## config.mk

```make
export PLATFORM = sky130hd
export DESIGN_NAME = tone_refresh_timer
export DESIGN_NICKNAME = d
export VERILOG_FILES = /design/src/rtl/tone_refresh_pkg.sv /design/src/rtl/tmr_ctrl.sv /design/src/rtl/tmr_core.sv /design/src/rtl/tone_refresh_timer.sv
export SDC_FILE = /design/constraint.sdc
export NUM_CORES = 1
export LEC_CHECK = 0
export CAP_MARGIN = 10
export CORE_UTILIZATION = 31
export DETAILED_ROUTE_END_ITERATION = 7
export SLEW_MARGIN = 25
export SYNTH_ARGS = -nofsm -noshare
export SYNTH_HDL_FRONTEND = slang
export SYNTH_SLANG_ARGS = --single-unit
```

## constraint.sdc

```tcl
create_clock -name clk -period 7.2 [get_ports clk]
set_input_delay 1.08 -clock clk [delete_from_list [all_inputs] [get_ports clk]]
set_output_delay 1.08 -clock clk [all_outputs]
set_load 0.03 [all_outputs]
```

## src/rtl/tone_refresh_pkg.sv

```systemverilog
package tone_refresh_pkg;
    typedef enum logic [1:0] {
        ST_IDLE  = 2'd0,
        ST_ARMED = 2'd1,
        ST_RUN   = 2'd2
    } tmr_state_e;

    typedef enum logic {
        MODE_RATE   = 1'b0,
        MODE_SQUARE = 1'b1
    } tmr_mode_e;
endpackage

```

## src/rtl/tmr_ctrl.sv

```systemverilog
module tmr_ctrl
    import tone_refresh_pkg::*;
(
    input  logic       clk,
    input  logic       rst_n,
    input  logic       wr_stb,
    input  logic       cnt_en,
    output tmr_state_e state,
    output logic       load,
    output logic       step
);
    tmr_state_e state_nx;

    always_ff @(posedge clk) begin
        if (!rst_n) state <= ST_IDLE;
        else        state <= state_nx;
    end

    always_comb begin
        state_nx = state;
        unique case (state)
            ST_IDLE:  if (wr_stb) state_nx = ST_ARMED;
            ST_ARMED: if (!wr_stb && cnt_en) state_nx = ST_RUN;
            ST_RUN:   if (wr_stb) state_nx = ST_ARMED;
            default:  state_nx = ST_IDLE;
        endcase
    end

    always_comb begin
        load = (state == ST_ARMED) && cnt_en && !wr_stb;
        step = (state == ST_RUN)   && cnt_en && !wr_stb;
    end

    // running is reached only through the armed state
    a_r2_run_via_armed: assert property (@(posedge clk) disable iff (!rst_n)
        (state == ST_RUN) && $past(state) != ST_RUN |-> $past(state) == ST_ARMED);
endmodule

```

## src/rtl/tmr_core.sv

```systemverilog
module tmr_core
    import tone_refresh_pkg::*;
#(
    parameter int CW = 16
) (
    input  logic          clk,
    input  logic          rst_n,
    input  logic          wr_stb,
    input  logic          wr_mode,
    input  logic [CW-1:0] wr_count,
    input  logic          load,
    input  logic          step,
    output logic          wave,
    output tmr_mode_e     mode
);
    localparam int KW = CW + 1;

    logic [KW-1:0] n_q, cnt, cnt_nx, hi_len, lo_len;
    logic          wave_nx;

    assign hi_len = n_q + {{CW{1'b0}}, n_q[0]};
    assign lo_len = n_q - {{CW{1'b0}}, n_q[0]};

    always_comb begin
        cnt_nx  = cnt;
        wave_nx = wave;
        if (wr_stb) begin
            wave_nx = 1'b1;
        end else if (load) begin
            wave_nx = 1'b1;
            cnt_nx  = (mode == MODE_SQUARE) ? hi_len : n_q;
        end else if (step) begin
            unique case (mode)
                MODE_RATE: begin
                    if (!wave || cnt <= KW'(1)) begin
                        cnt_nx  = n_q;
                        wave_nx = 1'b1;
                    end else begin
                        cnt_nx  = cnt - KW'(1);
                        wave_nx = (cnt - KW'(1)) != KW'(1);
                    end
                end
                MODE_SQUARE: begin
                    if (cnt <= KW'(2)) begin
                        wave_nx = !wave;
                        cnt_nx  = wave ? lo_len : hi_len;
                    end else begin
                        cnt_nx  = cnt - KW'(2);
                    end
                end
                default: ;
            endcase
        end
    end

    always_ff @(posedge clk) begin
        if (!rst_n) begin
            n_q  <= '0;
            cnt  <= '0;
            wave <= 1'b1;
            mode <= MODE_RATE;
        end else begin
            cnt  <= cnt_nx;
            wave <= wave_nx;
            if (wr_stb) begin
                mode <= tmr_mode_e'(wr_mode);
                n_q  <= (wr_count == '0) ? {1'b1, {CW{1'b0}}} : {1'b0, wr_count};
            end
        end
    end

    // the counter holds between enables
    a_r2_hold_between: assert property (@(posedge clk) disable iff (!rst_n)
        !load && !step |=> $stable(cnt));
    // a rate-mode low period ends at the next enable
    a_r3_low_one_period: assert property (@(posedge clk) disable iff (!rst_n)
        (mode == MODE_RATE) && step && !wave |=> wave);
    // the waveform moves only on enables or writes
    a_r5_wave_quiet: assert property (@(posedge clk) disable iff (!rst_n)
        !load && !step && !wr_stb |=> $stable(wave));
    // a loaded rate-mode count is never zero
    a_r7_nonzero_count: assert property (@(posedge clk) disable iff (!rst_n)
        load && (mode == MODE_RATE) |=> cnt != '0);
endmodule

```

## src/rtl/tone_refresh_timer.sv

```systemverilog
module tone_refresh_timer
    import tone_refresh_pkg::*;
#(
    parameter int CW = 16
) (
    input  logic          clk,
    input  logic          rst_n,
    input  logic          cnt_en,
    input  logic          wr_stb,
    input  logic          wr_mode,
    input  logic [CW-1:0] wr_count,
    input  logic          gate,
    output logic          tmr_out
);
    tmr_state_e state;
    tmr_mode_e  mode;
    logic       load, step, wave;

    tmr_ctrl u_ctrl (
        .clk    (clk),
        .rst_n  (rst_n),
        .wr_stb (wr_stb),
        .cnt_en (cnt_en),
        .state  (state),
        .load   (load),
        .step   (step)
    );

    tmr_core #(.CW(CW)) u_core (
        .clk      (clk),
        .rst_n    (rst_n),
        .wr_stb   (wr_stb),
        .wr_mode  (wr_mode),
        .wr_count (wr_count),
        .load     (load),
        .step     (step),
        .wave     (wave),
        .mode     (mode)
    );

    assign tmr_out = (mode == MODE_SQUARE) ? (wave & gate) : wave;

    // no waveform activity before the first write
    a_r1_idle_high: assert property (@(posedge clk) disable iff (!rst_n)
        (state == ST_IDLE) |-> wave);
endmodule

```

Word level (Yosys, flattened, before mapping) --
Cells that the tools add are included.
Word-level totals: flip-flop bits (word level) 38, input bits 22, output and inout port bits 1, logic and storage cells 52
Cells by class: add/sub/neg operators 4, magnitude comparators 2, eq/ne operators 6, muxes and demuxes 15, bitwise logic cells 4, reduce and logical (&&, ||, !) cells 16
Operators with widths (number):
- $mux 17 | 7
- $pmux 17 s2 | 1
- $add 17x1->17 | 1
- $le 17x1->1 const B | 1
- $le 17x2->1 const B | 1
- $ne 17x1->1 const B | 1
- $sub 17x1->17 | 1
- $sub 17x1->17 const B | 1
- $sub 17x2->17 const B | 1
- $logic_not 16->1 | 1
- $reduce_and 2->1 | 3
- $logic_and 1x1->1 | 5
- $mux 2 | 2
- $ne 2x1->1 const B | 2
- $pmux 2 s2 | 1
- $mux 1 | 3
- $not 1->1 | 3
- $reduce_or 3->1 | 1
- $eq 2x1->1 const B | 1
- $eq 2x2->1 const B | 1
- $logic_not 1->1 | 2
- $logic_not 2->1 | 1
- $ne 2x2->1 const B | 1
- $pmux 1 s2 | 1
- 4 further kinds | 4

Depth between registers and ports, before layout --
word-level depth 6, depth in mapped cells 10, depth with buffers taken out 8

Modules after synthesis --
From an unflattened synthesis, not the netlist that was laid out.
Unflattened totals: cell total of the unflattened synthesis 456, area total of the unflattened synthesis 3510.9 um^2
Modules (own cells, without submodules):
- tmr_core | instances 1, cells an instance 443, area each 3378.2 um^2
- tmr_ctrl | instances 1, cells an instance 11, area each 121.4 um^2
- tone_refresh_timer | instances 1, cells an instance 2, area each 11.3 um^2

Worst setup path after synthesis --
OpenSTA, ideal clock, no wires.
kind input -> output, start point input port gate, end point output port tmr_out, data arrival time 1.816 ns, required time 6.120 ns, path slack 4.304 ns, cell stages on the path 2, path through inv_1 a21boi_0
On the way: longest elaborated chain between the ends 2
RTL lines:
- start: declaration | RTL line tone_refresh_timer.sv:12 | input logic gate,
- $and 1x1->1 | RTL line tone_refresh_timer.sv:41 | assign tmr_out = (mode == MODE_SQUARE) ? (wave & gate) : wave;
- $mux 1 | RTL line tone_refresh_timer.sv:41
- end: declaration | RTL line tone_refresh_timer.sv:13 | output logic tmr_out
No other way between the ends.

Worst setup path in the final report --
start point input port wr_stb, end point register u_core.cnt[2]
On the way: longest elaborated chain between the ends 4, elaborated cells between the ends (all ways) 7, classes of those cells mux (1); bitwise (1); reduce/logical (5)
RTL lines:
- start: declaration | RTL line tone_refresh_timer.sv:9 | input logic wr_stb,
- $logic_not 1->1 | RTL line tmr_ctrl.sv:30, tmr_ctrl.sv:31
- $logic_and 1x1->1, on equally long branches | RTL line tmr_ctrl.sv:30, tmr_ctrl.sv:31
- $reduce_bool 2->1 (no source line)
- $reduce_and 2->1 (no source line)
- end signal: assignment | RTL line tmr_core.sv:63 | cnt <= cnt_nx;
- end: declaration | RTL line tmr_core.sv:18 | logic [KW-1:0] n_q, cnt, cnt_nx, hi_len, lo_len;
Several ways; a longest one is shown, not always the timed one. A chain may end at the register's enable or synchronous reset.

==> qor.csv <==
metric,value,unit
status,"complete, no violations",
"commonest non-fill, non-tap cell in the layout",nand2_1,
post-cts sizing count,0,
final instance area,3951,um2
fin nets,487,
Final period util,49.91,%
reg2reg path depth,9,
CP Max Fanout,20,
DR vias/cell,5.935,
Worst setup EP type,register,
grt ovf,0,
TritonCTS clock tree,yes,
Max-slew headroom,38.73,%
Yosys cell types,65,
antenna violations before repair,0,
Die H,109.6,um
max-capacitance violation count,0,
Seq cells post-synth,38,
Worst Path Required,7.41,ns
Mean Syn Cell Area,7.605,um2
Pwr per Cell Area,260.2,nW/um2
Num Clock Sinks,38,
Max Clock Freq,278.3,MHz
Vias,3543,
CP Launch Type,input port,
core region area,11080,um2
RSZ-0062 raised after global routing,no,
Post-synth ARST share,0,%
Layout Utilization,35.67,%
"Hold Vio Cnt, Final",0,
hold_sp,u_ctrl.state[1],
Final Power,1028,uW
RR Endpoint,u_core.cnt[1],
htree depth,2,
sequential share of the synthesized area,21.19,%
first-pass GRT wire length,17.31,mm
post-DP HPWL,8.017,mm
Max rail drop VDD,0.1384,mV
Inserted Clock Buffers,5,
Hold EP,u_ctrl.state[1],
worst r2r src,u_core.cnt[1],
num rows,38,
Cells after Synth,472,
Mapped Nets,501,
Pins Over Slew Limit,0,
Reg2Reg Setup Slack,4.35,ns
Hold Path Class,reg2reg,
Root Buffer Master,clkbuf_16,
Hold Path Cell Cnt,2,
P_leak,0.001432,uW
diodes inserted,0,
number of global-route vias before repair,3255,
Min Hold Slack,0.5573,ns
Worst Tran Pin Value,0.9190,ns
final setup fails,0,
Clock Tree Buf Depth,2,
Synth Flop Type,dfxtp_1,
Wirelength per Cell,17.76,um
DR DRC count,0,
# IOs,23,
Pre-antenna DRT Iters,5,
Post CTS Setup Buffer Count,0,
Worst EP arrival,3.80,ns
Clock Skews,0.006379,ns
routability cong.,0.8997,
share of layout cells above drive strength 1,5.908,%
warnings from Yosys,0,
Synth Cell Area,3590,um2
effective utilization at floorplan,32.40,%
largest net degree at the start of global routing,29,
DP Area,3804,um2
Final TNS setup,0,ns
Post-synth EDFFs,0,
"Hold-fix buffers, CTS",0,
final WL,10.60,mm
Die Area,12010,um2
synthesis-to-finish area growth,10.07,%
port bufs,22,
Tot GR Track Use,18.41,%
DRT antenna net count,0,
Filler Cell Count,1166,
kind of critical path,in2reg,
clk slew on worst S/H paths,0.06,ns
Starting DRT DRC Count,330,
post-route minimum period,3.594,ns
most frequent cells in the layout,"54 x nand2_1, 38 x dfxtp_1, 35 x xnor2_1",
clock latency at the later pin of the worst-skew pair,0.28,ns
Die X,109.6,um
-- how the worst max path moves through the flow --
stage,start,end
3_3_place_gp,wr_stb,u_core.cnt[2]
2_1_floorplan,gate,tmr_out
3_5_place_dp,wr_stb,u_core.cnt[2]
6_report,wr_stb,u_core.cnt[2]
5_1_grt,wr_stb,u_core.cnt[2]
4_1_cts,wr_stb,u_core.cnt[2]
-- worst max-delay path, cell delays in order --
cell	delay (ns)
clkdlybuf4s50_1	0.69
nand2b_1	0.19
or3_1	0.60
nand2_1	0.57
o22ai_1	0.36
a21oi_1	0.11
a32oi_1	0.19
-- synth_stat cells, types with 3 or more instances --
| cell type | instances | area share, % |
|---|---|---|
| o21ai_0 | 16 | 2.2 |
| o22ai_1 | 3 | 0.52 |
| nand3_1 | 22 | 3.1 |
| clkbuf_1 | 34 | 3.6 |
| nor3_1 | 12 | 1.7 |
| buf_1 | 5 | 0.52 |
| a22o_1 | 14 | 3.4 |
| dfxtp_1 | 38 | 21 |
| buf_2 | 4 | 0.56 |
| nor4_4 | 3 | 1.8 |
| nor2b_1 | 9 | 1.6 |
| nand4_1 | 15 | 2.6 |
| nand2b_1 | 3 | 0.52 |
| ha_1 | 7 | 2.4 |
| nor4_1 | 18 | 3.1 |
| xnor2_1 | 35 | 8.5 |
| or3_1 | 3 | 0.52 |
| or4_1 | 4 | 0.84 |
| and3_1 | 3 | 0.52 |
| nand3b_1 | 4 | 0.84 |
| o31ai_1 | 3 | 0.63 |
| inv_1 | 10 | 1.0 |
| nand2_1 | 54 | 5.6 |
| o221ai_1 | 7 | 1.7 |
| buf_6 | 4 | 1.3 |
| nor3b_1 | 4 | 0.84 |
| nor2_1 | 28 | 2.9 |
| xor2_1 | 22 | 5.4 |
| o211ai_1 | 7 | 1.5 |
| a311oi_1 | 4 | 0.98 |
| mux2i_1 | 17 | 4.7 |
| a21oi_1 | 17 | 2.4 |
-- layout make-up --
| type | instances | area, um2 | share of cell area [%] |
|---|---|---|---|
| multi-input cells | 376 | 2581 | 65.33 |
| repair buffers | 27 | 257.7 | 6.523 |
| well taps | 140 | 175.2 | 4.433 |
| inverters | 10 | 37.54 | 0.9500 |
| flip-flops and latches | 38 | 760.7 | 19.25 |
| clock buffers | 6 | 138.9 | 3.515 |
-- state kept, by name (all words and copies together), names as in the netlist --
name / count
u_core.cnt: 17
u_core.wave: 1
u_core.n_q: 17
u_core.mode: 1
u_ctrl.state: 2
-- where the power goes --
| group | internal (uW) | leakage [uW] | switching (uW) |
|---|---|---|---|
| Combinational | 217 | 0.00105 | 309 |
| Clock | 134 | 0.0000688 | 82.1 |
| Sequential | 229 | 0.000312 | 58.2 |
-- kinds of logic after synthesis --
kind of cell / synth area share (%)
mux: 5.472
compound gates: 19.38
fa+ha+maj: 2.440
flops: 21.19
simple gates: 30.46
buf+inv: 7.145
xor+xnor: 13.91
-- metal layers --
layer  part of all wire [%]  vias to the layer above  GRT usage (%)
met5                      0                        -              0
met4                    2.3                        0          6.286
met3                    7.5                       22          2.727
met2                     44                      168          28.57
met1                     46                     1656          25.83
li1                       -                     1697              -
-- stage by stage --
stage / std cells / worst slack (ns)
after floorplan: 472 / 4.304
after global placement: 591 / 3.465
after detailed placement: 591 / 3.371
after CTS: 597 / 3.639
after global routing: 597 / 3.381
final: 597 / 3.607
Power figures use the tool's default switching activity.
